`src/rtl/timer_trap_pkg.sv`:
```
package timer_trap_pkg;
  localparam int EC_W = 6;

  // Positions of the enable bits in the kernel control word
  localparam int PCNT_EN_BIT = 0;
  localparam int VCNT_EN_BIT = 1;
  localparam int VTMR_EN_BIT = 8;
  localparam int PTMR_EN_BIT = 9;
  localparam int MIN_KCTL_W  = PTMR_EN_BIT + 1;

  localparam logic [EC_W-1:0] EC_NONE   = 6'h00;
  localparam logic [EC_W-1:0] EC_SYS64  = 6'h18;
  localparam logic [EC_W-1:0] EC_XFER32 = 6'h03;
  localparam logic [EC_W-1:0] EC_XFER2  = 6'h04;

  typedef enum logic [2:0] {
    TGT_PCNT = 3'd0,
    TGT_VCNT = 3'd1,
    TGT_FREQ = 3'd2,
    TGT_PTMR = 3'd3,
    TGT_VTMR = 3'd4
  } tgt_e;

  typedef enum logic [1:0] {
    STY_SYS64  = 2'd0,
    STY_XFER32 = 2'd1,
    STY_XFER2  = 2'd2,
    STY_RSVD   = 2'd3
  } style_e;

  typedef struct packed {
    logic pcnt;
    logic vcnt;
    logic vtmr;
    logic ptmr;
  } enables_t;
endpackage

```
`src/rtl/timer_trap_enables.sv`:
```
module timer_trap_enables
  import timer_trap_pkg::*;
#(
  parameter int KCTL_W = 32
) (
  input  logic [KCTL_W-1:0] kctl,
  output enables_t          en
);
  // Pick the four enable bits out of the control word; all other bits are dropped here
  always_comb begin
    en.pcnt = kctl[PCNT_EN_BIT];
    en.vcnt = kctl[VCNT_EN_BIT];
    en.vtmr = kctl[VTMR_EN_BIT];
    en.ptmr = kctl[PTMR_EN_BIT];
  end
endmodule

```
`src/rtl/timer_trap_guard.sv`:
```
module timer_trap_guard
  import timer_trap_pkg::*;
(
  input  enables_t   en,
  input  logic [2:0] target,
  output logic       blocked
);
  always_comb begin
    unique case (target)
      TGT_PCNT: blocked = !en.pcnt;
      TGT_VCNT: blocked = !en.vcnt;
      // frequency is reachable when either counter is enabled
      TGT_FREQ: blocked = !(en.pcnt || en.vcnt);
      TGT_PTMR: blocked = !en.ptmr;
      TGT_VTMR: blocked = !en.vtmr;
      default:  blocked = 1'b0;
    endcase
  end
endmodule

```
`src/rtl/timer_trap_class.sv`:
```
module timer_trap_class
  import timer_trap_pkg::*;
(
  input  logic [1:0]      style,
  output logic            style_ok,
  output logic [EC_W-1:0] ec
);
  always_comb begin
    style_ok = 1'b1;
    unique case (style)
      STY_SYS64:  ec = EC_SYS64;
      STY_XFER32: ec = EC_XFER32;
      STY_XFER2:  ec = EC_XFER2;
      default: begin
        ec       = EC_NONE;
        style_ok = 1'b0;
      end
    endcase
  end
endmodule

```
`src/rtl/timer_trap_decoder.sv`:
```
module timer_trap_decoder
  import timer_trap_pkg::*;
#(
  parameter int KCTL_W = 32
) (
  input  logic [KCTL_W-1:0] kctl,
  input  logic              host_override,
  input  logic              user_level,
  input  logic [2:0]        target,
  input  logic [1:0]        style,
  output logic              trap,
  output logic [EC_W-1:0]   syndrome
);
  enables_t        en;
  logic            blocked;
  logic            style_ok;
  logic [EC_W-1:0] ec;
  logic            gate_open;

  generate
    if (KCTL_W < MIN_KCTL_W) begin : g_bad_width
      initial $display("timer_trap_decoder: KCTL_W too small");
    end
  endgenerate

  timer_trap_enables #(.KCTL_W(KCTL_W)) u_enables (
    .kctl (kctl),
    .en   (en)
  );

  timer_trap_guard u_guard (
    .en      (en),
    .target  (target),
    .blocked (blocked)
  );

  timer_trap_class u_class (
    .style    (style),
    .style_ok (style_ok),
    .ec       (ec)
  );

  // Only user-level accesses outside host mode are subject to these controls
  assign gate_open = user_level && !host_override;

  always_comb begin
    trap     = gate_open && blocked && style_ok;
    syndrome = trap ? ec : EC_NONE;
  end
endmodule

```
`config.mk`:
```
export PLATFORM = sky130hd
export DESIGN_NAME = timer_trap_decoder
export DESIGN_NICKNAME = d
export VERILOG_FILES = /design/src/rtl/timer_trap_pkg.sv /design/src/rtl/timer_trap_enables.sv /design/src/rtl/timer_trap_guard.sv /design/src/rtl/timer_trap_class.sv /design/src/rtl/timer_trap_decoder.sv
export SDC_FILE = /design/constraint.sdc
export NUM_CORES = 1
export LEC_CHECK = 0
export BUFFER_PORTS_ARGS = -buffer_cell sky130_fd_sc_hd__buf_2
export CAP_MARGIN = 40
export CORE_AREA = 10 10 47 49
export DETAILED_ROUTE_END_ITERATION = 7
export DIE_AREA = 0 0 57 59
export GPL_ROUTABILITY_DRIVEN = 0
export PLACE_DENSITY = 0.6
export SETUP_SLACK_MARGIN = 0.5
export SYNTH_ARGS = -nofsm -noshare
export SYNTH_HDL_FRONTEND = slang
export SYNTH_SLANG_ARGS = --single-unit
export TNS_END_PERCENT = 5
```
`constraint.sdc`:
```
create_clock -name vclk -period 1.8
set_input_delay 0.18 -clock vclk [all_inputs]
set_output_delay 0.18 -clock vclk [all_outputs]
set_load 0.01 [all_outputs]
```
# Yosys cells after proc, flatten, opt, wreduce, memory -nomap -nowiden
# Cells that the tools add are included.
[word_totals]
regBits = 0
latchBits = 0
ram_bits = 0
rom_bits = 0
input_bits = 39
output_inout_bits = 7
wordCells = 23
memories = 0
[op_classes]
addsub = 0
n_mul = 0
div_mod_pow = 0
n_lt_le_gt_ge = 0
eq_ne = 6
shift = 0
n_mux = 4
bitwise_logic = 0
reduce_logical = 13
[ops]
columns = ["operator", "n"]
rows = [
  ["case mux 5 bit (3 select lines)", 1],
  ["equality test 3 x 2 -> 1 bit (second input constant)", 2],
  ["zero test 1 bit", 6],
  ["two-way mux 6 bit", 1],
  ["case mux 1 bit (5 select lines)", 1],
  ["equality test 3 x 1 -> 1 bit (second input constant)", 1],
  ["equality test 3 bit (second input constant)", 1],
  ["logical AND 1 bit", 3],
  ["zero test 3 bit", 1],
  ["OR reduction 3 bit", 1],
  ["equality test 2 x 1 -> 1 bit (second input constant)", 1],
  ["equality test 2 bit (second input constant)", 1],
  ["zero test 2 bit", 1],
  ["logical OR 1 bit", 1],
  ["two-way mux 1 bit", 1],
]

# Logic depth before layout (Yosys ltp)
# Gate-level depths: netlist of run 1.
[depth]
depth_word = 6
ltp_mapped = 4
mapped_depth_nobuf = 3

# Hierarchy
# Synthesis of run 1 repeated with hierarchy kept, for this count alone.
[hier_totals]
hier_cells = 27
hier_area_um2 = 186.4
[modules_own_cells]
columns = ["module", "n_inst", "cells_per_inst", "area_per_inst_um2"]
rows = [
  ["timer_trap_decoder", 1, 8, 58.8],
  ["timer_trap_class", 1, 8, 48.8],
  ["timer_trap_guard", 1, 7, 48.8],
  ["timer_trap_enables", 1, 4, 30.0],
]

# Worst setup path before layout of run 1
# Ideal clock, no wire load.
[synth_timing]
path_kind = "input-to-output"
from = "in kctl[8]"
to = "out syndrome[4]"
arrival_time_ns = 1.637
required_ns = 1.620
setup_slack_ns = -0.017
stages = 3
n_path_buf = 1
path_cell_list = "or4b_2 a2111oi_2 buf_4"
[synth_between]
elab_chain_cells = 5
[synth_lines]
columns = ["element", "line_no", "text"]
rows = [
  ["start: declaration", "timer_trap_decoder.sv:6", "input logic [KCTL_W-1:0] kctl,"],
  ["zero test 1 bit", "timer_trap_guard.sv:15", "TGT_VTMR: blocked = !en.vtmr;"],
  ["case mux 1 bit (5 select lines)", "timer_trap_guard.sv:9", "unique case (target)"],
  ["logical AND 1 bit (2 in series)", "timer_trap_decoder.sv:47", "trap = gate_open && blocked && style_ok;"],
  ["two-way mux 6 bit", "timer_trap_decoder.sv:48", "syndrome = trap ? ec : EC_NONE;"],
  ["end: declaration", "timer_trap_decoder.sv:12", "output logic [EC_W-1:0] syndrome"],
]
# Every way passes these cells.

# Final worst setup path of run 1
[layout_timing]
from = "in target[0]"
to = "out trap"
[layout_between]
elab_chain_cells = 4
elab_cells_between_ends = 8
cone_classes = "eq/ne: 4; mux: 1; reduce/logical: 3"
[layout_lines]
columns = ["element", "line_no", "text"]
rows = [
  ["start: declaration", "timer_trap_decoder.sv:9", "input logic [2:0] target,"],
  ["equality test 3 bit (tied with other cells)", "timer_trap_guard.sv:9", ""],
  ["case mux 1 bit (5 select lines) *", "timer_trap_guard.sv:9", ""],
  ["logical AND 1 bit * (2 in series)", "timer_trap_decoder.sv:47", ""],
  ["end: declaration", "timer_trap_decoder.sv:11", "output logic trap,"],
]
# Every way passes the cells marked *; elsewhere a longest branch is shown, timed or not.

==> results by group, run 1 <==
Finish
  – Register area: 0 sq um
  – Layout Area Growth over Synthesis: 91.0%
  – Seq cells: 0
  – Filler Cell Count: between 150 and 200
  – Ant diodes: 0
  – Share of post-route cells with drive strength above 1: between 70% and 80%
  – Fin nets: 73
  – # clk buffers: 0

Logic synthesis
  – Synth Area in Adders: 0%
  – Synthesis Warnings: 0
  – Xor/xnor share of the synthesized area: 0%
  – Seq/Total Area, Yosys: 0%
  – Synth Area in Compound Gates: about a third
  – Yosys cell types: 13
  – Mapped Cells: 17
  – Largest family of logic cells by synthesized area: simple AND/OR/NAND/NOR gates
  – Commonest cells post-synth: buf_4, a21oi_1, nand3b_1
  – Top post-synthesis cells by area: buf_4, a2111oi_2, nand3b_1, a2111o_1, mux2_1
  – Post-synth net total: 56
  – Syn Std Cell Area: roughly 140 sq um
  – Cell with the most instances after synthesis: buf_4
  – Cell taking the most area after synthesis: buf_4
  – Mean Syn Cell Area: ~8.2 sq um
  – Simple-Gate Fraction of Synth Area: approximately 41%
  – Top cell type's share of synthesized area: 16.2%
  – Mux cell area share after synthesis: 8.11%

Worst setup path
  – CP required: 1.62 ns
  – Startpoint Class: input pin
  – Worst Path Max Fanout: 4
  – Setup CP Type: in -> out
  – Arrival time at the worst endpoint: around 1.5 ns
  – Crit. End Element: primary output

Detailed routing
  – Drt total wl: approximately 580 um
  – Vias per std cell: between 3 and 4
  – Routed WL per cell: 12.0 um
  – Detailed Route Iter0 Violations: 0
  – DRC viols: 0
  – Routed via count: 190
  – Pre-antenna DRT Iters: 1
  – DRT antenna net count: 0

Timing
  – Hold_ws: 0.674 ns
  – Final setup vio count: 0
  – Final worst-path cycle share: 93.1%
  – RSZ-0062 raised after global routing: true
  – Fmax: 597 MHz
  – Period minus WS final: approximately 1.7 ns
  – Slew Limit Fails: 0
  – Final Hold Viols: 0
  – Setup TNS: 0 ns

GRT
  – Total GRT Usage: between 2 and 3%
  – Vias in the first global route: roughly 200
  – Grt ovf: 0
  – Largest net degree at the start of global routing: 5
  – Antenna violations before repair: 0
  – First-pass GRT wire length: between 800 and 900 um

Power
  – Int Power: 0.0000251 W
  – Sequential Power Share: 0%
  – Clock power frac: 0%
  – Comb pwr share: 100.0%
  – VDD IR-drop max: between 0.05 and 0.06 mV
  – Switch Pwr: just over 0.00002 W
  – Design Power: roughly 0.000045 W
  – Leakage: approximately 0.13 nW
  – Cell Pwr Density: between 150 and 200 mW/mm^2
  – Sw frac: 44.5%

Floorplan
  – CORE AREA: about 0.0014 sq mm
  – Initial Utilization: under 10%
  – Die Height: approximately 59 um
  – Die width: ~57 um
  – DIE AREA: between 0.003 and 0.004 sq mm
  – I/O pin count: 46
  – Row count: 14

Clock tree
  – Hold_buf cts: 0

Run
  – # Max-Cap Violations: 0

Worst hold path
  – Hold WC Path Type: in -> out

Placement
  – IO buf count: 17

Outcome
  – Status: finished, final reports clean
[cell type report]
class	count	area, sq um	area share (%)
Tap cell	16	20.0	7.55
Multi-Input combinational cell	14	143	53.8
Timing Repair Buffer	18	103	38.7
[metal layers]
metal | GRT usage [%] | vias to the layer above | part of all wire (%)
li1 | - | 93 | -
met1 | 3.68 | 80 | 43
met2 | 3.88 | 17 | 34
met3 | 2.79 | 0 | 23
met4 | 0 | 0 | 0
met5 | 0 | - | 0
[logic make-up (layout without fill, tap and decap cells)]
kind of cell | Yosys count | after routing
simple gates | 7 | 7
compound gates | 5 | 5
buf+inv | 3 | 18
other cells | 1 | 1
mux | 1 | 1
[repair_timing]
item | 4_1_cts | 5_1_grt
endpoints found under the setup margin | 6 | 6
pin swaps | 2 | 1
buffers inserted | 0 | 0
resized for setup | 5 | 0
[power groups by stage]
stage	clock [W]	sequential [W]	combinational [W]
6_report	0	0	0.0000452
5_1_grt	0	0	0.0000498
4_1_cts	0	0	0.0000456
3_5_place_dp	0	0	0.0000406
3_3_place_gp	0	0	0.0000401
2_1_floorplan	0	0	0.0000206
[worst paths after layout]
check	start	endpoint	slack [ns]	cells after the start
setup / recovery	target[0]	trap	0.12	6
hold / removal	style[1]	syndrome[3]	0.67	3
[worst max-delay path, stage by stage]
cell and delay (ns):
buf_6 0.10, mux2_4 0.28, a2111o_1 0.42, buf_6 0.15, a221oi_2 0.19, buf_2 0.17
[through the flow]
step	instance area, sq um	utilization [%]	std cells	worst slack (ns)
2_1_floorplan	155	-	17	0.114
3_3_place_gp	245	17.5	48	0.0260
3_5_place_dp	245	17.5	48	0.0363
4_1_cts	265	18.9	48	0.0584
5_1_grt	265	18.9	48	0.0542
6_report	265	18.9	48	0.124
[cells in the final DEF, fill, tap and decap left out, drive strengths merged]
cell / synthesis / layout
a2111o: 1 / 1
a2111oi: 1 / 1
a21oi: 2 / 2
a221oi: 1 / 1
and2b: 1 / 1
and3b: 1 / 1
buf: 3 / 18
conb: 1 / 1
mux2: 1 / 1
nand2b: 1 / 1
nand3b: 2 / 2
nor2b: 1 / 1
or4b: 1 / 1
Note: power is estimated with default switching activity, not from simulation.
==> run 2: changes to the inputs <==
--- a/config.mk
+++ b/config.mk
@@ -12,6 +12,7 @@
 export DIE_AREA = 0 0 57 59
 export GPL_ROUTABILITY_DRIVEN = 0
 export PLACE_DENSITY = 0.6
+export RECOVER_POWER = 50
 export SETUP_SLACK_MARGIN = 0.5
 export SYNTH_ARGS = -nofsm -noshare
 export SYNTH_HDL_FRONTEND = slang
==> run 2 against run 1 <==
Against the previous run: first-iteration DRC count unchanged; combinational power about the same; largest power group unchanged; sequential share of layout area unchanged; fmax unchanged; critical path depth unchanged; cell area decreased by 0.94%; setup slack unchanged.
==> results by group, run 2 (synthesis results as in run 1) <==
Power
  – Clock power frac: 0% (unchanged)
  – VDD IR-drop max: 0.0544 mV (about the same)
  – Sw frac: 44.7% (+0.19 points)
  – Int Power: 0.0000249 W (-0.66%)
  – Comb pwr share: 100.0% (about the same)
  – Design Power: 0.0000451 W (-0.32%)
  – Leakage: 0.117 nW (-7.6%)
  – Sequential Power Share: 0% (unchanged)
  – Switch Pwr: 0.0000201 W (about the same)
  – Cell Pwr Density: 172 mW/mm^2 (+0.63%)

Floorplan
  – DIE AREA: 0.00336 sq mm (unchanged)
  – I/O pin count: 46 (unchanged)
  – Die width: 57 um (unchanged)
  – Row count: 14 (unchanged)
  – CORE AREA: 0.00140 sq mm (unchanged)
  – Die Height: 59 um (unchanged)
  – Initial Utilization: 9.91% (unchanged)

Timing
  – Setup TNS: 0 ns (unchanged)
  – Period minus WS final: 1.68 ns (unchanged)
  – Fmax: 597 MHz (unchanged)
  – Final worst-path cycle share: 93.1% (unchanged)
  – Final Hold Viols: 0 (unchanged)
  – Slew Limit Fails: 0 (unchanged)
  – RSZ-0062 raised after global routing: true
  – Final setup vio count: 0 (unchanged)

Detailed routing
  – Detailed Route Iter0 Violations: 0 (unchanged)
  – DRC viols: 0 (unchanged)
  – Routed WL per cell: 11.9 um (-0.52%)
  – Highest routed layer: met3
  – Drt total wl: 572 um (-0.52%)
  – Pre-antenna DRT Iters: 1 (unchanged)
  – Routed via count: 191 (+0.53%)
  – DRT antenna net count: 0 (unchanged)
  – Met2 wire length: 193 um (-0.52%)
  – Post-Route M1 WL: 245 um (-1.2%)
  – Met3 Wirelength: 133 um (unchanged)
  – Vias per std cell: 3.98 (+0.53%)

Clock tree
  – Hold_buf cts: 0 (unchanged)
  – Postcts setup bufs: 0 (unchanged)

Finish
  – Register area: 0 sq um (unchanged)
  – Ant diodes: 0 (unchanged)
  – Fin nets: 73 (unchanged)
  – Layout Area Growth over Synthesis: 89.2%
  – # clk buffers: 0 (unchanged)
  – Share of post-route cells with drive strength above 1: 68.8% (-6.3 points)
  – Seq cells: 0 (unchanged)
  – Fin cells: 48 (unchanged)
  – Most frequent cells in the layout: buf_2, nand3b_1, a21oi_1, buf_6, clkbuf_1
  – Commonest non-fill, non-tap cell in the layout: buf_2
  – Final core utilization: 18.8% (-0.18 points)
  – Filler Cell Count: 167 (+1.2%)

Outcome
  – Status: finished, final reports clean

Worst setup path
  – Setup CP Type: in -> out
  – CP most frequent cell: buf_6
  – CP Cell Sequence: buf_6, mux2_4, a2111o_1, buf_6, a221oi_2, buf_2
  – Arrival time at the worst endpoint: 1.50 ns (about the same)
  – Slowest stage delay, CP: 0.42 ns (about the same)
  – Crit-path slowest cell: a2111o_1
  – Worst Path Max Fanout: 4 (unchanged)
  – CP required: 1.62 ns (about the same)
  – Startpoint Class: input pin
  – Crit. End Element: primary output

Placement
  – Post-Place Cells: 48 (unchanged)
  – IO buf count: 17 (unchanged)

GRT
  – Antenna violations before repair: 0 (unchanged)
  – First-pass GRT wire length: 890 um (unchanged)
  – Total GRT Usage: 2.98% (unchanged)
  – Vias in the first global route: 201 (unchanged)
  – Largest net degree at the start of global routing: 5 (unchanged)
  – Grt ovf: 0 (unchanged)

Worst hold path
  – Hold WC Path Type: in -> out

Run
  – # Max-Cap Violations: 0 (unchanged)
==> run 2: changes by cell type in the layout (fill, tap and decap cells not counted) <==
cell	previous run	this run
buf_2	16	13
clkbuf_1	0	2
clkbuf_2	0	1
==> run 2: worst paths after layout <==
path	cells after the start	end	startpoint
max	6	trap	target[0]
min	3	syndrome[3]	style[1]
==> run 2: critical path: cells and delay by family <==
kind	cells	cell delay, ns
compound gates	2	0.61
mux	1	0.28
buf+inv	3	0.42
==> run 2: power groups by stage <==
stage / Sequential, W / Clock [W] / Combinational (W)
global placement: 0 / 0 / 0.0000401
CTS: 0 / 0 / 0.0000456
detailed placement: 0 / 0 / 0.0000406
global route: 0 / 0 / 0.0000496
finish: 0 / 0 / 0.0000451
floorplan: 0 / 0 / 0.0000206
==> run 2: layer usage <==
metal | up-vias | GRT usage (%)
met2 | 17 | 3.88
met4 | 0 | 0
met3 | 0 | 2.79
met5 | - | 0
met1 | 81 | 3.68
li1 | 93 | -
==> run 2: area by class of cell <==
cell class | count | area [sq um] | share of cell area (%)
multi-input cells | 14 | 143 | 54.3
repair buffers | 18 | 100 | 38.1
well taps | 16 | 20.0 | 7.62
==> run 2: per-stage QoR <==
step                hold WS, ns  setup WS [ns]  cell area [sq um]
global route              0.694         0.0542                263
finish                    0.674          0.124                263
detailed placement        0.666         0.0363                245
global placement          0.665         0.0260                245
CTS                       0.678         0.0584                265
floorplan                 0.383          0.114                155
==> run 2: what timing repair did <==
| action | 4_1_cts | 5_1_grt |
|---|---|---|
| resized for setup | 5 | 0 |
| endpoints found under the setup margin | 6 | 6 |
| pin swaps | 2 | 1 |
==> run 3: changes to the inputs <==
==> constraint.sdc (replaced) <==
create_clock -name vclk -period 1.6
set_input_delay 0.16 -clock vclk [all_inputs]
set_output_delay 0.16 -clock vclk [all_outputs]
set_load 0.01 [all_outputs]
==> run 3 against run 2 <==
Against the previous run: global-route usage stayed put; sequential share of layout area stayed put; the flow now finishes with violations (negative setup slack); final cell count stayed put; highest routed layer unchanged; largest cell class unchanged; die area stayed put; critical endpoint unchanged.
==> results by group, run 3 (synthesis results as in run 1) <==
Finish
  – Register area: 0 sq um (unchanged)
  – Filler Cell Count: 165 (-1.2%)
  – Multi-input logic area: 143 sq um (unchanged)
  – Fin nets: 73 (unchanged)
  – Fin cells: 48 (unchanged)
  – Seq cells: 0 (unchanged)
  – Commonest non-fill, non-tap cell in the layout: buf_2
  – # clk buffers: 0 (unchanged)
  – Ant diodes: 0 (unchanged)
  – Share of post-route cells with drive strength above 1: 75.0% (+6.3 points)
  – Most frequent cells in the layout: buf_2, nand3b_1, a21oi_1
  – Layout Area Growth over Synthesis: 93.7%
  – Final core utilization: 19.2% (+0.45 points)

Floorplan
  – I/O pin count: 46 (unchanged)
  – Die width: 57 um (unchanged)
  – Row count: 14 (unchanged)
  – CORE AREA: 0.00140 sq mm (unchanged)
  – DIE AREA: 0.00336 sq mm (unchanged)
  – Die Height: 59 um (unchanged)
  – Initial Utilization: 9.91% (unchanged)

Worst setup path
  – CP required: 1.44 ns (-0.18 ns)
  – Startpoint Class: input pin
  – Setup CP Type: in -> out
  – Worst Path Max Fanout: 4 (unchanged)
  – Slowest stage delay, CP: 0.42 ns (about the same)
  – Crit-path slowest cell: a2111o_1
  – Crit. End Element: primary output
  – Arrival time at the worst endpoint: 1.48 ns (-0.02 ns)
  – CP Cell Sequence: buf_8, mux2_4, a2111o_1, buf_6, a221oi_2, buf_2
  – Critical path buffers and inverters: 3 (unchanged)
  – Largest delay share family, worst path: compound AO/OA/AOI/OAI gates

Outcome
  – Failing checks: negative setup slack
  – Status: complete, but fails checks

Power
  – VDD IR-drop max: 0.0612 mV (+13%)
  – Leakage: 0.128 nW (+9.4%)
  – Cell Pwr Density: 193 mW/mm^2 (+12%)

Timing
  – Final worst-path cycle share: 102%
  – Period minus WS final: around 1.6 ns
  – Final Hold Viols: 0 (unchanged)
  – Fmax: 611 MHz
  – Final setup vio count: 3 (+3)
  – Final WS setup: -0.0361 ns (-0.160 ns)
  – Slew Limit Fails: 0 (unchanged)
  – RSZ-0062 raised after global routing: true
  – Setup TNS: -0.105 ns (-0.105 ns)

Detailed routing
  – Drt total wl: 575 um (+0.52%)
  – Detailed Route Iter0 Violations: 0 (unchanged)
  – DRC viols: 0 (unchanged)
  – Pre-antenna DRT Iters: 1 (unchanged)
  – Routed via count: 190 (-0.52%)
  – Vias per std cell: 3.96 (-0.52%)
  – DRT antenna net count: 0 (unchanged)
  – Routed WL per cell: 12.0 um (+0.52%)

GRT
  – Antenna violations before repair: 0 (unchanged)
  – Grt ovf: 0 (unchanged)
  – Vias in the first global route: 202 (+0.50%)
  – Largest net degree at the start of global routing: 5 (unchanged)
  – First-pass GRT wire length: 890 um (unchanged)
  – Total GRT Usage: 2.98% (unchanged)

Worst hold path
  – Hold WC Path Type: in -> out

Placement
  – IO buf count: 17 (unchanged)
  – Post-Place Cells: 48 (unchanged)
  – Setup WS pre-CTS: -0.124 ns (-0.160 ns)

Clock tree
  – Postcts setup bufs: 0 (unchanged)

Run
  – # Max-Cap Violations: 0 (unchanged)
## run 3: cell count changes in the layout (fill, tap and decap cells not counted)
cell      change
clkbuf_2      -1
buf_2         +3
buf_6         -1
buf_8         +1
clkbuf_1      -2
## run 3: cell type report
class / count / area share [%]
timing repair buffer: 18 / 39.5
tap: 16 / 7.44
multi-input combinational: 14 / 53.0
## run 3: metrics by stage
stage,area (sq um),hold slack (ns),power (W)
5_1_grt,269,0.654,0.0000568
3_5_place_dp,245,0.626,0.0000457
2_1_floorplan,155,0.343,0.0000232
6_report,269,0.634,0.0000518
3_3_place_gp,245,0.625,0.0000451
4_1_cts,265,0.638,0.0000513
## run 3: tightest hold or removal path, stage by stage
cell and delay [ns]:
buf_2 0.13, a2111oi_4 0.04, buf_2 0.14
## run 3: final timing paths
kind / start / slack, ns / depth (start not counted) / to
max: target[0] / -0.04 / 6 / trap
min: style[1] / 0.63 / 3 / syndrome[3]
## run 3: per-layer routing
layer  share of wire (%)  global-route usage [%]  wire [um]  up-vias
met1                  43                    3.68        248       80
li1                    -                       -          -       93
met3                  23                    2.79        133        0
met4                   0                       0          0        0
met2                  34                    3.88        194       17
met5                   0                       0          0        -
## run 3: report_power, final
| group | internal [W] | switching [W] |
|---|---|---|
| combinational | 0.0000292 | 0.0000226 |
| clock | 0 | 0 |
| sequential | 0 | 0 |
## run 3: repair_timing
action	4_1_cts	5_1_grt
gates resized for setup	5	1
pin swaps	2	1
hold buffers	0	0
endpoints found under the setup margin	6	6
